File: src/rtl/irq_ctrl_pkg.sv
package irq_ctrl_pkg;
  localparam int unsigned DW        = 8;
  localparam int unsigned AW        = 2;
  localparam int unsigned NEXT      = 8;
  localparam int unsigned SYNC_N    = 2;
  localparam int unsigned CPLW      = 3;

  localparam logic [AW-1:0] ADDR_CTRL = 2'd0;
  localparam logic [AW-1:0] ADDR_POL  = 2'd1;
  localparam logic [AW-1:0] ADDR_PEND = 2'd2;

  typedef struct packed {
    logic            cnt_en;
    logic            tl_pend;
    logic            tl_en;
    logic            gie;
    logic            nested;
    logic [CPLW-1:0] cpl;
  } ctrl_t;

  localparam ctrl_t CTRL_RST = '{cnt_en: 1'b1, tl_pend: 1'b0, tl_en: 1'b0,
                                 gie: 1'b0, nested: 1'b0, cpl: 3'd7};
endpackage

File: src/rtl/irq_sync_edge.sv
module irq_sync_edge #(
  parameter int unsigned W      = 8,
  parameter int unsigned STAGES = 2
) (
  input  logic         clk_i,
  input  logic         rst_ni,
  input  logic [W-1:0] d_i,
  input  logic [W-1:0] rise_sel_i,
  output logic [W-1:0] edge_o
);
  localparam int unsigned LAST = STAGES - 1;

  logic [W-1:0] stage_q [STAGES];
  logic [W-1:0] stage_d [STAGES];
  logic [W-1:0] prev_q, prev_d;

  always_comb begin
    stage_d[0] = d_i;
    for (int i = 1; i < STAGES; i++) stage_d[i] = stage_q[i-1];
    prev_d = stage_q[LAST];
  end

  always_ff @(posedge clk_i or negedge rst_ni) begin
    if (!rst_ni) begin
      for (int i = 0; i < STAGES; i++) stage_q[i] <= '0;
      prev_q <= '0;
    end else begin
      for (int i = 0; i < STAGES; i++) stage_q[i] <= stage_d[i];
      prev_q <= prev_d;
    end
  end

  for (genvar k = 0; k < W; k++) begin : g_edge
    assign edge_o[k] = rise_sel_i[k] ? ( stage_q[LAST][k] & ~prev_q[k])
                                     : (~stage_q[LAST][k] &  prev_q[k]);
  end
endmodule

File: src/rtl/irq_ctrl_reg.sv
module irq_ctrl_reg
  import irq_ctrl_pkg::*;
(
  input  logic            clk_i,
  input  logic            rst_ni,
  input  logic            wr_en_i,
  input  logic [DW-1:0]   wdata_i,
  input  logic            tl_edge_i,
  input  logic            nmi_sel_i,
  input  logic            ev_ack_i,
  input  logic            ev_tl_ack_i,
  input  logic            ev_ret_i,
  input  logic            ev_ret_tl_i,
  input  logic            ev_ei_i,
  input  logic            ev_di_i,
  input  logic            cpl_ld_i,
  input  logic [CPLW-1:0] cpl_val_i,
  output ctrl_t           ctrl_o,
  output logic            tl_req_o
);
  ctrl_t ctrl_q, ctrl_d;
  ctrl_t wr_view;
  logic  gie_set, gie_clr;

  assign wr_view = ctrl_t'(wdata_i);
  assign gie_set = ev_ei_i | (ev_ret_i & ~ev_ret_tl_i);
  assign gie_clr = ev_di_i | ev_ack_i;

  always_comb begin
    ctrl_d = ctrl_q;
    if (wr_en_i) ctrl_d = wr_view;
    if (ev_tl_ack_i) ctrl_d.tl_pend = 1'b0;
    if (tl_edge_i)   ctrl_d.tl_pend = 1'b1;
    if (gie_set)     ctrl_d.gie = 1'b1;
    if (gie_clr)     ctrl_d.gie = 1'b0;
    if (cpl_ld_i && ctrl_q.nested) ctrl_d.cpl = cpl_val_i;
  end

  always_ff @(posedge clk_i or negedge rst_ni) begin
    if (!rst_ni) ctrl_q <= CTRL_RST;
    else         ctrl_q <= ctrl_d;
  end

  assign ctrl_o   = ctrl_q;
  assign tl_req_o = ctrl_q.tl_pend & (ctrl_q.gie | (ctrl_q.tl_en & nmi_sel_i));

  // acknowledge without a coincident edge leaves the flag cleared
  p_ack_clears_r2: assert property (@(posedge clk_i) disable iff (!rst_ni)
    (ev_tl_ack_i && !tl_edge_i) |=> !ctrl_q.tl_pend);
  // a trigger edge always leaves the flag set
  p_edge_sets_r2: assert property (@(posedge clk_i) disable iff (!rst_ni)
    tl_edge_i |=> ctrl_q.tl_pend);
  // entry and disable strobes always clear the enable
  p_clear_gie_r4: assert property (@(posedge clk_i) disable iff (!rst_ni)
    (ev_ack_i || ev_di_i) |=> !ctrl_q.gie);
  // top-level entry/return alone do not move the enable
  p_tl_keeps_gie_r4: assert property (@(posedge clk_i) disable iff (!rst_ni)
    ((ev_tl_ack_i || (ev_ret_i && ev_ret_tl_i)) && !ev_ack_i && !ev_di_i &&
     !ev_ei_i && !wr_en_i) |=> $stable(ctrl_q.gie));
  // priority level only moves on a load or a write
  p_cpl_hold_r6: assert property (@(posedge clk_i) disable iff (!rst_ni)
    (!wr_en_i && !cpl_ld_i) |=> $stable(ctrl_q.cpl));
  // load ignored in concurrent mode
  p_cpl_conc_r6: assert property (@(posedge clk_i) disable iff (!rst_ni)
    (!wr_en_i && !ctrl_q.nested) |=> $stable(ctrl_q.cpl));
endmodule

File: src/rtl/irq_ext_pend.sv
module irq_ext_pend
  import irq_ctrl_pkg::*;
#(
  parameter int unsigned W = NEXT
) (
  input  logic         clk_i,
  input  logic         rst_ni,
  input  logic         wr_pol_i,
  input  logic         wr_pend_i,
  input  logic [W-1:0] wdata_i,
  input  logic [W-1:0] edge_i,
  output logic [W-1:0] pol_o,
  output logic [W-1:0] pend_o
);
  logic [W-1:0] pol_q, pol_d, pend_q, pend_d, clr_v;

  assign clr_v = wr_pend_i ? wdata_i : '0;

  always_comb begin
    pol_d  = wr_pol_i ? wdata_i : pol_q;
    pend_d = (pend_q & ~clr_v) | edge_i;
  end

  always_ff @(posedge clk_i or negedge rst_ni) begin
    if (!rst_ni) begin
      pol_q  <= '0;
      pend_q <= '0;
    end else begin
      if (wr_pol_i) pol_q <= pol_d;
      pend_q <= pend_d;
    end
  end

  assign pol_o  = pol_q;
  assign pend_o = pend_q;

  // a detected edge is never lost to a clearing write
  p_hw_wins_r9: assert property (@(posedge clk_i) disable iff (!rst_ni)
    (edge_i != '0) |=> ((pend_q & $past(edge_i)) == $past(edge_i)));
  // without edges or a write, pending bits never rise
  p_sticky_r9: assert property (@(posedge clk_i) disable iff (!rst_ni)
    (edge_i == '0) |=> ((pend_q & ~$past(pend_q)) == '0));
endmodule

File: src/rtl/irq_ctrl_core.sv
module irq_ctrl_core
  import irq_ctrl_pkg::*;
(
  input  logic            clk_i,
  input  logic            rst_ni,
  input  logic [AW-1:0]   reg_addr_i,
  input  logic            reg_wr_i,
  input  logic [DW-1:0]   reg_wdata_i,
  output logic [DW-1:0]   reg_rdata_o,
  input  logic            tl_trig_i,
  input  logic [NEXT-1:0] ext_irq_i,
  input  logic            nmi_sel_i,
  input  logic            ev_ack_i,
  input  logic            ev_tl_ack_i,
  input  logic            ev_ret_i,
  input  logic            ev_ret_tl_i,
  input  logic            ev_ei_i,
  input  logic            ev_di_i,
  input  logic            cpl_ld_i,
  input  logic [CPLW-1:0] cpl_val_i,
  output logic            tl_req_o,
  output logic            gie_o,
  output logic            nested_o,
  output logic [CPLW-1:0] cpl_o,
  output logic            cnt_en_o,
  output logic [NEXT-1:0] ext_pend_o
);
  ctrl_t           ctrl;
  logic            wr_ctrl, wr_pol, wr_pend;
  logic            tl_edge;
  logic [NEXT-1:0] ext_edge, pol;

  assign wr_ctrl = reg_wr_i && (reg_addr_i == ADDR_CTRL);
  assign wr_pol  = reg_wr_i && (reg_addr_i == ADDR_POL);
  assign wr_pend = reg_wr_i && (reg_addr_i == ADDR_PEND);

  irq_sync_edge #(.W(1), .STAGES(SYNC_N)) u_tl_sync (
    .clk_i(clk_i), .rst_ni(rst_ni), .d_i(tl_trig_i),
    .rise_sel_i(1'b1), .edge_o(tl_edge));

  irq_sync_edge #(.W(NEXT), .STAGES(SYNC_N)) u_ext_sync (
    .clk_i(clk_i), .rst_ni(rst_ni), .d_i(ext_irq_i),
    .rise_sel_i(pol), .edge_o(ext_edge));

  irq_ctrl_reg u_ctrl (
    .clk_i(clk_i), .rst_ni(rst_ni), .wr_en_i(wr_ctrl), .wdata_i(reg_wdata_i),
    .tl_edge_i(tl_edge), .nmi_sel_i(nmi_sel_i), .ev_ack_i(ev_ack_i),
    .ev_tl_ack_i(ev_tl_ack_i), .ev_ret_i(ev_ret_i), .ev_ret_tl_i(ev_ret_tl_i),
    .ev_ei_i(ev_ei_i), .ev_di_i(ev_di_i), .cpl_ld_i(cpl_ld_i),
    .cpl_val_i(cpl_val_i), .ctrl_o(ctrl), .tl_req_o(tl_req_o));

  irq_ext_pend #(.W(NEXT)) u_ext (
    .clk_i(clk_i), .rst_ni(rst_ni), .wr_pol_i(wr_pol), .wr_pend_i(wr_pend),
    .wdata_i(reg_wdata_i[NEXT-1:0]), .edge_i(ext_edge),
    .pol_o(pol), .pend_o(ext_pend_o));

  always_comb begin
    unique case (reg_addr_i)
      ADDR_CTRL: reg_rdata_o = DW'(ctrl);
      ADDR_POL:  reg_rdata_o = DW'(pol);
      ADDR_PEND: reg_rdata_o = DW'(ext_pend_o);
      default:   reg_rdata_o = '0;
    endcase
  end

  assign gie_o    = ctrl.gie;
  assign nested_o = ctrl.nested;
  assign cpl_o    = ctrl.cpl;
  assign cnt_en_o = ctrl.cnt_en;

  // no request without a pending flag
  p_req_needs_pend_r3: assert property (@(posedge clk_i) disable iff (!rst_ni)
    tl_req_o |-> ctrl.tl_pend);
  // no request when both the enable and the bypass are off
  p_req_masked_r3: assert property (@(posedge clk_i) disable iff (!rst_ni)
    (!ctrl.gie && !(ctrl.tl_en && nmi_sel_i)) |-> !tl_req_o);
endmodule

File: config.mk
export PLATFORM = sky130hd
export DESIGN_NAME = irq_ctrl_core
export DESIGN_NICKNAME = d
export VERILOG_FILES = /design/src/rtl/irq_ctrl_pkg.sv /design/src/rtl/irq_sync_edge.sv /design/src/rtl/irq_ctrl_reg.sv /design/src/rtl/irq_ext_pend.sv /design/src/rtl/irq_ctrl_core.sv
export SDC_FILE = /design/constraint.sdc
export NUM_CORES = 1
export LEC_CHECK = 0
export ABC_AREA = 1
export BUFFER_PORTS_ARGS = -buffer_cell sky130_fd_sc_hd__buf_2
export CAP_MARGIN = 20
export CORE_MARGIN = 4
export CORE_UTILIZATION = 55
export DETAILED_ROUTE_END_ITERATION = 6
export GPL_TIMING_DRIVEN = 1
export PLACE_DENSITY = 0.83
export SYNTH_ARGS = -nofsm -noshare
export SYNTH_HDL_FRONTEND = slang
export SYNTH_SLANG_ARGS = --single-unit
File: constraint.sdc
create_clock -name clk_i -period 1.3 [get_ports clk_i]
set_clock_uncertainty 0.05 [all_clocks]
set_input_delay 0.13 -clock clk_i [delete_from_list [all_inputs] [get_ports clk_i]]
set_output_delay 0.13 -clock clk_i [all_outputs]
set_load 0.02 [all_outputs]
==> results.toml <==
[power_and_ir_drop]
power_density_nw_per_um2 = 1350
p_total_w = 0.00367
ir_worst_vdd_uv = 1010
power_leakage_nw = 1.37

[finish]
stdcell_count = 343
antennaDiodeCount = 0
syn_to_final_growth_pct = 30.1
nets = 327
layout-drive-gt1-share_pct = 32.5

[die]
ioPinCount = 56
die_y_um = 69.7
num_rows = 22
coreArea_um2 = 3660
die_w_um = 69.7
die_area_um2 = 4860
start_util_pct = 57.2

[worst_setup_path]
critical_path.max_fanout = 2
start_kind = "flop"
cp.required_ns = 1.12
rrSetupSlack_ns = 0.27
crit_path_end_kind = "primary output"
cp.arrival_ns = 1.16
path_class = "flop to primary output"

[global_route]
grt_antenna_before_repair = 0
grt_max_degree = 52
grt_pass1_vias = 1633
overflow = 0
grt_use_total_pct = 19.6
grt_pass1_wl_mm = 7.33

[route]
routedWlPerCell_um = 13.3
drt.antenna.violating_nets = 0
drt_iter0_drc = 145
drc = 0
viasPerCell = 4.93
vias = 1691
wirelength_mm = 4.57
firstDrtPassIters = 4

[timing]
post-route-period-util_pct = 103
fmax_mhz = 746
setup_viol = 4
worst_pin_slew_ns = 0.366
hold_viol_final = 0
layout_setup_ws_ns = -0.0412
tns_ns = -0.108
rsz0062_at_grt = "true"
min_period_ns = 1.34
drv_slew = 0
worst_hold_slack_ns = 0.00664
maxSlewHeadroom_pct = 75.5

[place]
dp_hpwl_mm = 3.08
place_inst = 317
portBuffers = 55
place_ws_ns = 0.0829
place.gp.congestion = 0.758

[synthesis]
yosysMostFrequentCell = "nand2_1"
syn_area_um2 = 2090
synth_cells = 219
ys_ff_latch = 51
avgSynthCellArea_um2 = 9.56
ys_seq_area_share_pct = 61.2
ys_top_cells_by_count = "62 x nand2_1, 47 x dfrtp_1, 31 x inv_1"
synth.top_cell.area_share_pct = 56.2
ys.flop_type = "dfrtp_1"
ys_top_cells_by_area = "dfrtp_1 56%, nand2_1 11%, inv_1 5.6%, dfstp_2 5.0%, o21ai_2 3.3%"
synth_area_leader_cell = "dfrtp_1"
ys_warn_count = 0
syn_nets = 252
synth-edff-count = 0
synth_cell_type_count = 21
async_flop_share_pct = 100

[job]
drv_cap = 0

[clocking]
cts_sinks = 51
clkTransAtPathRegs_ns = 0.09
ctsLongestPathBuffers = 2
cts_tree = "built"
htree_levels = 2
insertion_delay_ns = 0.30
cts-buffers-inserted = 5
root_buffer = "clkbuf_8"

[status]
violations = "setup timing"
outcome = "finished with violations"

[hold_path]
min_path_type = "primary input to flop"
==> layout by cell type (no fill, tap or decap), types with 8 or more instances in the layout <==
cell           count
nand2_1           59
dfrtp_1           47
buf_2             44
inv_1             30
buf_4             15
o21ai_0           12
nand3_1           12
dlygate4sd3_1     11
nor2_1            10
o21ai_2            8
==> report_power, final <==
group	leakage [nW]	internal [W]	total, W	switching, W
Combinational	0.735	0.000362	0.000839	0.000477
Clock	0.0515	0.000486	0.000962	0.000476
Sequential	0.585	0.00176	0.00187	0.000107
Total	1.37	0.00261	0.00367	0.00106
==> what timing repair did <==
| action | 4_1_cts | 5_1_grt |
|---|---|---|
| hold buffers | 11 | 0 |
| endpoints found under the hold margin | 57 | 0 |
| gates cloned | 0 | 0 |
| setup endpoints to repair | 6 | 11 |
| pin swaps | 7 | 3 |
| resized for setup | 6 | 14 |
| setup buffers | 6 | 1 |
==> final cells by class <==
| class | count | area [um2] |
|---|---|---|
| well taps | 48 | 60.1 |
| multi-input cells | 129 | 643 |
| repair buffers | 75 | 517 |
| inverters | 32 | 123 |
| flip-flops and latches | 51 | 1280 |
| clock buffers | 8 | 100 |
| fillers | 251 | 937 |
==> kinds of logic (layout without fill, tap and decap cells) <==
logic type | count (synthesis) | after routing | share of synthesized area (%)
AND/OR/NAND/NOR | 96 | 96 | 20.1
flip-flops | 51 | 51 | 61.2
buffers and inverters | 39 | 115 | 8.61
AO/OA/AOI/OAI | 33 | 33 | 10.0
==> sequential cells by signal, summed over array words and instances, names as in the netlist <==
register,cells
u_ctrl.ctrl_o,8
u_ext.pend_o,8
u_ext.pol_o,8
u_ext_sync.prev_d,8
u_ext_sync.prev_q,8
u_ext_sync.stage_d,8
u_tl_sync.prev_d,1
u_tl_sync.prev_q,1
u_tl_sync.stage_d,1
==> through the flow <==
stage | util [%] | area, um2
3_3_place_gp | 65.9 | 2410
5_1_grt | 74.4 | 2720
3_5_place_dp | 65.9 | 2410
2_1_floorplan | - | 2090
4_1_cts | 73.2 | 2680
6_report | 74.4 | 2720
==> worst max-delay path, stage by stage, from the launching register on <==
cell and delay (ns):
dfstp_2 0.55, nand2_2 0.05, o211ai_1 0.09, buf_4 0.18
==> path summary, 6_finish.rpt <==
check	endpoint	cells after the start	from
worst max-delay path	reg_rdata_o[2]	3	u_ctrl.ctrl_o[2]
worst min-delay path	u_ctrl.ctrl_o[0]	3	cpl_val_i[0]
worst max register to register	u_ctrl.ctrl_o[2]	4	u_ctrl.ctrl_o[3]
worst min register to register	u_ext_sync.prev_d[2]	0	u_ext_sync.stage_d[2]
max in group asynchronous	u_ctrl.ctrl_o[1]	3	rst_ni
min in group asynchronous	u_ext.pol_o[6]	3	rst_ni
==> routing by layer <==
metal / global-route usage [%] / share of wire (%)
met5: 0 / 0
met4: 9.15 / 3.1
met3: 6.52 / 7.8
met2: 31.7 / 49
met1: 23.8 / 40
(Power assumes the default switching activity.)
